## src/rtl/tmr_irq_pkg.sv

```systemverilog
package tmr_irq_pkg;

    // Width of the low-bit group whose carry sets the intermediate flag.
    typedef enum logic [1:0] {
        MID_W8  = 2'd0,
        MID_W9  = 2'd1,
        MID_W10 = 2'd2,
        MID_W11 = 2'd3
    } mid_sel_e;

    localparam int MID_SEL_N   = 4;
    localparam int SRC_MAIN    = 0;
    localparam int SRC_MID     = 1;
    localparam int SRC_CH_BASE = 2;

endpackage

```

## src/rtl/tmr_cnt_core.sv

```systemverilog
module tmr_cnt_core
    import tmr_irq_pkg::*;
#(
    parameter int CNT_W    = 16,
    parameter int MID_BASE = 8
) (
    input  logic             clk,
    input  logic             rst_n,
    input  logic             run_en,
    input  logic             tick,
    input  logic             load_en,
    input  logic [CNT_W-1:0] load_val,
    input  mid_sel_e         mid_sel,
    output logic [CNT_W-1:0] count_o,
    output logic             full_ovf_o,
    output logic             mid_ovf_o
);

    typedef struct packed {
        logic [CNT_W-1:0] cnt;
    } cnt_st_t;

    cnt_st_t st_d, st_q;
    logic    adv;
    logic    full_ovf;
    logic    mid_ovf;
    logic [MID_SEL_N-1:0] mid_hit;

    // One carry detector per selectable low-bit width.
    for (genvar g = 0; g < MID_SEL_N; g++) begin : g_mid_det
        assign mid_hit[g] = &st_q.cnt[MID_BASE+g-1:0];
    end

    always_comb begin
        st_d     = st_q;
        adv      = run_en & tick & ~load_en;
        full_ovf = adv & (&st_q.cnt);
        mid_ovf  = adv & mid_hit[mid_sel];
        if (load_en) begin
            st_d.cnt = load_val;
        end else if (adv) begin
            st_d.cnt = st_q.cnt + 1'b1;
        end
    end

    always_ff @(posedge clk) begin
        if (!rst_n) begin
            st_q <= '0;
        end else begin
            st_q <= st_d;
        end
    end

    assign count_o    = st_q.cnt;
    assign full_ovf_o = full_ovf;
    assign mid_ovf_o  = mid_ovf;

    AST_CNT_HOLD: assert property (@(posedge clk) disable iff (!rst_n)
        (!load_en && !(run_en && tick)) |=> $stable(count_o));
    AST_CNT_STEP: assert property (@(posedge clk) disable iff (!rst_n)
        (!load_en && run_en && tick) |=> (count_o == $past(count_o) + 1'b1));
    AST_CNT_LOAD: assert property (@(posedge clk) disable iff (!rst_n)
        load_en |=> (count_o == $past(load_val)));
    AST_LOAD_NO_OVF: assert property (@(posedge clk) disable iff (!rst_n)
        load_en |-> (!full_ovf_o && !mid_ovf_o));
    AST_WRAP_ZERO: assert property (@(posedge clk) disable iff (!rst_n)
        full_ovf_o |=> (count_o == '0));

endmodule

```

## src/rtl/tmr_flag_bank.sv

```systemverilog
module tmr_flag_bank #(
    parameter int NSRC = 8
) (
    input  logic            clk,
    input  logic            rst_n,
    input  logic [NSRC-1:0] set_i,
    input  logic [NSRC-1:0] clr_i,
    output logic [NSRC-1:0] flags_o
);

    typedef struct packed {
        logic [NSRC-1:0] flags;
    } flag_st_t;

    flag_st_t st_d, st_q;

    always_comb begin
        st_d = st_q;
        for (int i = 0; i < NSRC; i++) begin
            if (set_i[i]) begin
                st_d.flags[i] = 1'b1;
            end else if (clr_i[i]) begin
                st_d.flags[i] = 1'b0;
            end
        end
    end

    always_ff @(posedge clk) begin
        if (!rst_n) begin
            st_q <= '0;
        end else begin
            st_q <= st_d;
        end
    end

    assign flags_o = st_q.flags;

    AST_SET_WINS: assert property (@(posedge clk) disable iff (!rst_n)
        (|set_i) |=> ((flags_o & $past(set_i)) == $past(set_i)));
    AST_CLR_TAKES: assert property (@(posedge clk) disable iff (!rst_n)
        (|(clr_i & ~set_i)) |=> ((flags_o & $past(clr_i & ~set_i)) == '0));
    AST_NO_SPURIOUS_SET: assert property (@(posedge clk) disable iff (!rst_n)
        ((flags_o & ~$past(flags_o) & ~$past(set_i)) == '0));

endmodule

```

## src/rtl/tmr_irq_gate.sv

```systemverilog
module tmr_irq_gate #(
    parameter int NSRC = 8
) (
    input  logic            clk,
    input  logic            rst_n,
    input  logic [NSRC-1:0] flags_i,
    input  logic [NSRC-1:0] en_i,
    input  logic            blk_en,
    input  logic            glb_en,
    output logic            irq_o
);

    typedef struct packed {
        logic irq;
    } gate_st_t;

    gate_st_t st_d, st_q;
    logic     any_pend;

    always_comb begin
        st_d     = st_q;
        any_pend = |(flags_i & en_i);
        st_d.irq = glb_en & blk_en & any_pend;
    end

    always_ff @(posedge clk) begin
        if (!rst_n) begin
            st_q <= '0;
        end else begin
            st_q <= st_d;
        end
    end

    assign irq_o = st_q.irq;

    AST_IRQ_GATED: assert property (@(posedge clk) disable iff (!rst_n)
        !(glb_en && blk_en) |=> !irq_o);
    AST_IRQ_NEEDS_SRC: assert property (@(posedge clk) disable iff (!rst_n)
        ((flags_i & en_i) == '0) |=> !irq_o);

endmodule

```

## src/rtl/tmr_irq_agg.sv

```systemverilog
module tmr_irq_agg
    import tmr_irq_pkg::*;
#(
    parameter int CNT_W    = 16,
    parameter int NUM_CH   = 6,
    parameter int MID_BASE = 8
) (
    input  logic              clk,
    input  logic              rst_n,
    input  logic              run_en,
    input  logic              tick,
    input  logic              load_en,
    input  logic [CNT_W-1:0]  load_val,
    input  logic [1:0]        mid_sel,
    input  logic [NUM_CH-1:0] ch_evt,
    input  logic              clr_main,
    input  logic              clr_mid,
    input  logic [NUM_CH-1:0] clr_ch,
    input  logic              ie_main,
    input  logic              ie_mid,
    input  logic [NUM_CH-1:0] ie_ch,
    input  logic              blk_en,
    input  logic              glb_en,
    output logic [CNT_W-1:0]  count,
    output logic              main_flag,
    output logic              mid_flag,
    output logic [NUM_CH-1:0] ch_flag,
    output logic              irq
);

    localparam int NSRC = NUM_CH + SRC_CH_BASE;

    logic            full_ovf;
    logic            mid_ovf;
    logic [NSRC-1:0] set_vec;
    logic [NSRC-1:0] clr_vec;
    logic [NSRC-1:0] en_vec;
    logic [NSRC-1:0] flags;

    tmr_cnt_core #(
        .CNT_W    (CNT_W),
        .MID_BASE (MID_BASE)
    ) cnt_i (
        .clk        (clk),
        .rst_n      (rst_n),
        .run_en     (run_en),
        .tick       (tick),
        .load_en    (load_en),
        .load_val   (load_val),
        .mid_sel    (mid_sel_e'(mid_sel)),
        .count_o    (count),
        .full_ovf_o (full_ovf),
        .mid_ovf_o  (mid_ovf)
    );

    assign set_vec = {ch_evt, mid_ovf, full_ovf};
    assign clr_vec = {clr_ch, clr_mid, clr_main};
    assign en_vec  = {ie_ch, ie_mid, ie_main};

    tmr_flag_bank #(
        .NSRC (NSRC)
    ) flags_i (
        .clk     (clk),
        .rst_n   (rst_n),
        .set_i   (set_vec),
        .clr_i   (clr_vec),
        .flags_o (flags)
    );

    tmr_irq_gate #(
        .NSRC (NSRC)
    ) gate_i (
        .clk     (clk),
        .rst_n   (rst_n),
        .flags_i (flags),
        .en_i    (en_vec),
        .blk_en  (blk_en),
        .glb_en  (glb_en),
        .irq_o   (irq)
    );

    assign main_flag = flags[SRC_MAIN];
    assign mid_flag  = flags[SRC_MID];
    assign ch_flag   = flags[NSRC-1:SRC_CH_BASE];

    AST_MAIN_ON_WRAP: assert property (@(posedge clk) disable iff (!rst_n)
        full_ovf |=> main_flag);
    AST_MID_ON_CARRY: assert property (@(posedge clk) disable iff (!rst_n)
        mid_ovf |=> mid_flag);
    AST_FLAG_IGNORES_EN: assert property (@(posedge clk) disable iff (!rst_n)
        (|ch_evt && !glb_en && !blk_en) |=> ((ch_flag & $past(ch_evt)) == $past(ch_evt)));

endmodule

```

## config.mk

```make
export PLATFORM = sky130hd
export DESIGN_NAME = tmr_irq_agg
export DESIGN_NICKNAME = d
export VERILOG_FILES = /design/src/rtl/tmr_irq_pkg.sv /design/src/rtl/tmr_cnt_core.sv /design/src/rtl/tmr_flag_bank.sv /design/src/rtl/tmr_irq_gate.sv /design/src/rtl/tmr_irq_agg.sv
export SDC_FILE = /design/constraint.sdc
export NUM_CORES = 1
export LEC_CHECK = 0
export CORE_MARGIN = 4
export CORE_UTILIZATION = 32
export DETAILED_ROUTE_END_ITERATION = 8
export GPL_TIMING_DRIVEN = 0
export PLACE_DENSITY_LB_ADDON = 0.3
export SYNTH_ARGS = -nofsm -noshare
export SYNTH_HDL_FRONTEND = slang
export SYNTH_SLANG_ARGS = --single-unit
```

## constraint.sdc

```tcl
create_clock -name clk -period 2.5 [get_ports clk]
set_clock_uncertainty 0.2 [all_clocks]
set_input_delay 0.5 -clock clk [delete_from_list [all_inputs] [get_ports clk]]
set_output_delay 0.5 -clock clk [all_outputs]
set_load 0.01 [all_outputs]
```

==> flow_metrics.tcl, run 1 <==
set metrics [dict create \
    cts_htree_levels 1 \
    setup_viol 0 \
    seq_power_share 0.501 \
    worstHoldPathCells 2 \
    pwr-share-clk 0.271 \
    rel_slew_slack 0.6743 \
    regToRegEndpoint "cnt_i.count_o[8]" \
    initial_utilization 0.3406 \
    worstHoldStart "flags_i.flags_o[0]" \
    max-cap-violations 0 \
    rsz_0062_raised_after_global_routing "no" \
    timing.final.crit_period_ps 2087 \
    cts.repair.resized 0 \
    die_area_sq_um 5058 \
    synth_simple_gate_area_frac 0.2640 \
    antenna_violations_before_repair 0 \
    dominant_combinational_cell_family_by_area_after_synthesis "simple AND/OR/NAND/NOR gates" \
    worst_pin_slew_ps 488.6 \
    crit-reg2reg-launch "cnt_i.count_o[3]" \
    cpMaxStageDelayCell "sky130_fd_sc_hd__clkdlybuf4s50_1" \
    detailed_place_hpwl_mm 2.916 \
    synth_fp_nets 193 \
    grt_pass1_wl_mm 6.051 \
    place_ws_ps 165.8 \
    crit_arrival_ps 1390 \
    cp_cell_sequence "clkdlybuf4s50_1" \
    min_path_type "flip-flop to flip-flop" \
    route.vias.total 1334 \
    layout.filler_cells 394 \
    global_route.peak_usage_layer "met2" \
    hold_violations 0 \
    dpl-instance-area_sq_um 2046 \
    holdPathEnd "flags_i.flags_o[0]" \
    total_switching_power_w 0.0002306 \
    power_density_nw_per_um2 431.0 \
    combinationalPowerShare 0.227 \
    crit_path_max_fanout 7 \
    grt_start_max_net_pins 15 \
    drt_pass1_iterations 4 \
    layout_commonest_cell "sky130_fd_sc_hd__clkdlybuf4s50_1" \
    max_stage_delay_ps 600 \
    clock_sinks 25 \
    global_route.usage.met1 0.1843 \
    synthXorXnorAreaFrac 0.07556 \
    post_cts.repair.setup_buffers 0 \
    total_detailed_routing_wirelength_mm 3.678 \
    route.detailed.drc 0 \
    area_growth_syn_to_layout_pct 64.08 \
    synthesis.area_per_instance_sq_um 8.854 \
    end_kind "output pin" \
    first_global_vias 1337 \
    synth-compound-area-share 0.2120 \
    mappedNetlistArea_sq_um 1275 \
    post-route-period-util 0.8347 \
    first_iter_violations 28 \
    worst_hold_slack_ps 317.9 \
    sum_neg_setup_slack_ps 0 \
    setup_ws_ps 413.2 \
    internal_power_w 0.0006709 \
    synth_cell_type_count 35 \
    post-route-cell-area_sq_um 2092 \
    switching_share 0.2558 \
    route.antenna.remaining_nets 0 \
    ios 72 \
    buffer_ports.inserted 71 \
    cp_top_family "buffers and inverters" \
    element_type_at_the_critical_path_start "flip-flop" \
    diodes 0 \
    remaining_global_route_overflow 0 \
    cts.hold.buffers_added 0 \
    static-leakage-power_nw 0.7731 \
    clk_pin_slew_worst_paths_ps 90 \
    status "finished, final reports clean" \
    vdd_drop_max_mv 0.1893 \
    die-height_microns 71.12 \
    clk_path_buf_depth 2 \
    fp-row-count 22 \
    wire_per_inst_microns 13.78 \
    postSynthRegisterBits 25 \
    timing_max_transition_violations_final 0 \
    reg2reg_depth 6 \
    drive_gt1_frac 0.04110 \
    r2r_slack_ps 650 \
    synth_sequential_area_ratio 0.3925 \
    crit_cells 1 \
    insertion_delay_of_the_later_clocked_pin_in_the_worst_skew_pair_ps 270 \
    synth_area_in_adders 0.01963 \
    nets_finish 269 \
    synth_mux_area_frac 0.01570 \
    global_routing_usage_on_met3 0.04545 \
    layout.cells.most_common_list "sky130_fd_sc_hd__clkdlybuf4s50_1 (71), sky130_fd_sc_hd__dfxtp_1 (25), sky130_fd_sc_hd__o21ai_0 (15)" \
    cp_num_buf_inv 1 \
    grt.total_usage 0.1474 \
    globalRouteMet2Util 0.2461 \
    vias_per_cell 4.996 \
    max_freq_ghz 0.4792 \
    tritoncts_clock_tree "yes" \
    die_w_microns 71.12 \
    crit_type "flip-flop to output pin" \
    globalplace.congestion 0.7625 \
    clock_tree.root_cell "sky130_fd_sc_hd__clkbuf_8" \
    cts_buffers 3 \
    yosys_warnings 0 \
    design.core.area_sq_um 3744 \
    post_synth_inst_count 144 \
    worst_ep_required_ps 1800 \
]
state kept, by name, indices dropped and copies added (netlist names):
name,count
cnt_i.count_o,16
flags_i.flags_o,8
gate_i.irq_o,1
power by group through the flow:
stage | Clock (W) | Combinational, W | Sequential, W
2_1_floorplan | 0 | 0.0000590 | 0.000468
3_3_place_gp | 0 | 0.000205 | 0.000461
3_5_place_dp | 0 | 0.000207 | 0.000461
4_1_cts | 0.000257 | 0.000208 | 0.000452
5_1_grt | 0.000268 | 0.000223 | 0.000457
6_report | 0.000245 | 0.000205 | 0.000452
layer usage:
layer  part of all wire  vias to the layer above
met2               0.45                       54
met3              0.083                        5
met1               0.45                      596
met4              0.011                        0
met5                  0                        -
li1                   -                      679
worst max path at each step:
| stage | slack (ps) | startpoint | endpoint |
|---|---|---|---|
| 3_5_place_dp | 170 | run_en | cnt_i.count_o[15] |
| 3_3_place_gp | 210 | run_en | cnt_i.count_o[13] |
| 6_report | 410 | cnt_i.count_o[10] | count[10] |
| 2_1_floorplan | 760 | cnt_i.count_o[2] | cnt_i.count_o[8] |
| 5_1_grt | 340 | cnt_i.count_o[10] | count[10] |
| 4_1_cts | 400 | cnt_i.count_o[10] | count[10] |
synthesized netlist by cell type, drive strengths merged:
| cell | n | area (sq um) |
|---|---|---|
| o21a | 6 | 45.04 |
| nor2b | 8 | 50.05 |
| or3 | 2 | 12.51 |
| o21ai | 15 | 75.07 |
| nor4 | 2 | 18.77 |
| xnor2 | 6 | 52.55 |
| and3 | 2 | 12.51 |
| mux2i | 2 | 20.02 |
| xor2 | 5 | 43.79 |
| a21oi | 8 | 40.04 |
| a221oi | 2 | 17.52 |
| o211a | 3 | 30.03 |
| and2 | 3 | 18.77 |
| nand3 | 7 | 35.03 |
| nand4 | 6 | 52.55 |
| dfxtp | 25 | 500.5 |
| o2111ai | 1 | 8.760 |
| and4 | 3 | 32.53 |
| nor2 | 2 | 7.510 |
| clkbuf | 5 | 18.77 |
| a21boi | 1 | 7.510 |
| inv | 2 | 7.510 |
| a31oi | 2 | 12.51 |
| nand3b | 1 | 7.510 |
| nand2b | 4 | 25.02 |
| nor3 | 3 | 15.01 |
| ha | 2 | 25.02 |
| a211oi | 1 | 7.510 |
| a22o | 2 | 17.52 |
| nand2 | 11 | 41.29 |
| nor3b | 1 | 7.510 |
| o41ai | 1 | 8.760 |
layout make-up:
class,instances,area [sq um],area share
clock inverter,1,5.005,0.002392
multi-input combinational,112,748.2,0.3577
tap,48,60.06,0.02871
clock buffer,3,41.29,0.01974
sequential,25,500.5,0.2392
inverter,2,7.507,0.003589
buffer,5,18.77,0.008971
timing repair buffer,71,710.7,0.3397
per-stage QoR:
stage          instances  total power (W)  utilization
2_1_floorplan        144        0.0005268            -
3_3_place_gp         263        0.0006665       0.5465
3_5_place_dp         263        0.0006681       0.5465
4_1_cts              267        0.0009173       0.5588
5_1_grt              267        0.0009475       0.5588
6_report             267        0.0009016       0.5588
kinds of logic (layout without fill, tap and decap cells):
group | count (synthesis) | after routing
flops | 25 | 25
simple gates | 55 | 55
mux | 2 | 2
fa+ha+maj | 2 | 2
compound gates | 42 | 42
xor+xnor | 11 | 11
buf+inv | 7 | 82
(Power assumes the default switching activity.)
==> run 2: changes to the inputs <==
==> constraint.sdc (replaced) <==
create_clock -name clk -period 2.1 [get_ports clk]
set_clock_uncertainty 0.2 [all_clocks]
set_input_delay 0.42 -clock clk [delete_from_list [all_inputs] [get_ports clk]]
set_output_delay 0.42 -clock clk [all_outputs]
set_load 0.01 [all_outputs]
==> results of run 2 <==
The final DEF is identical to that of run 1. Status: finished, final reports clean.
Among the figures that moved: setup slack after placement 165.8 ps -> -154.2 ps; setup slack after layout 413.2 ps -> 93.18 ps; register-to-register setup slack 650 ps -> 250 ps; total power 0.0009016 W -> 0.001073 W; worst IR drop on VDD 0.1893 mV -> 0.2253 mV
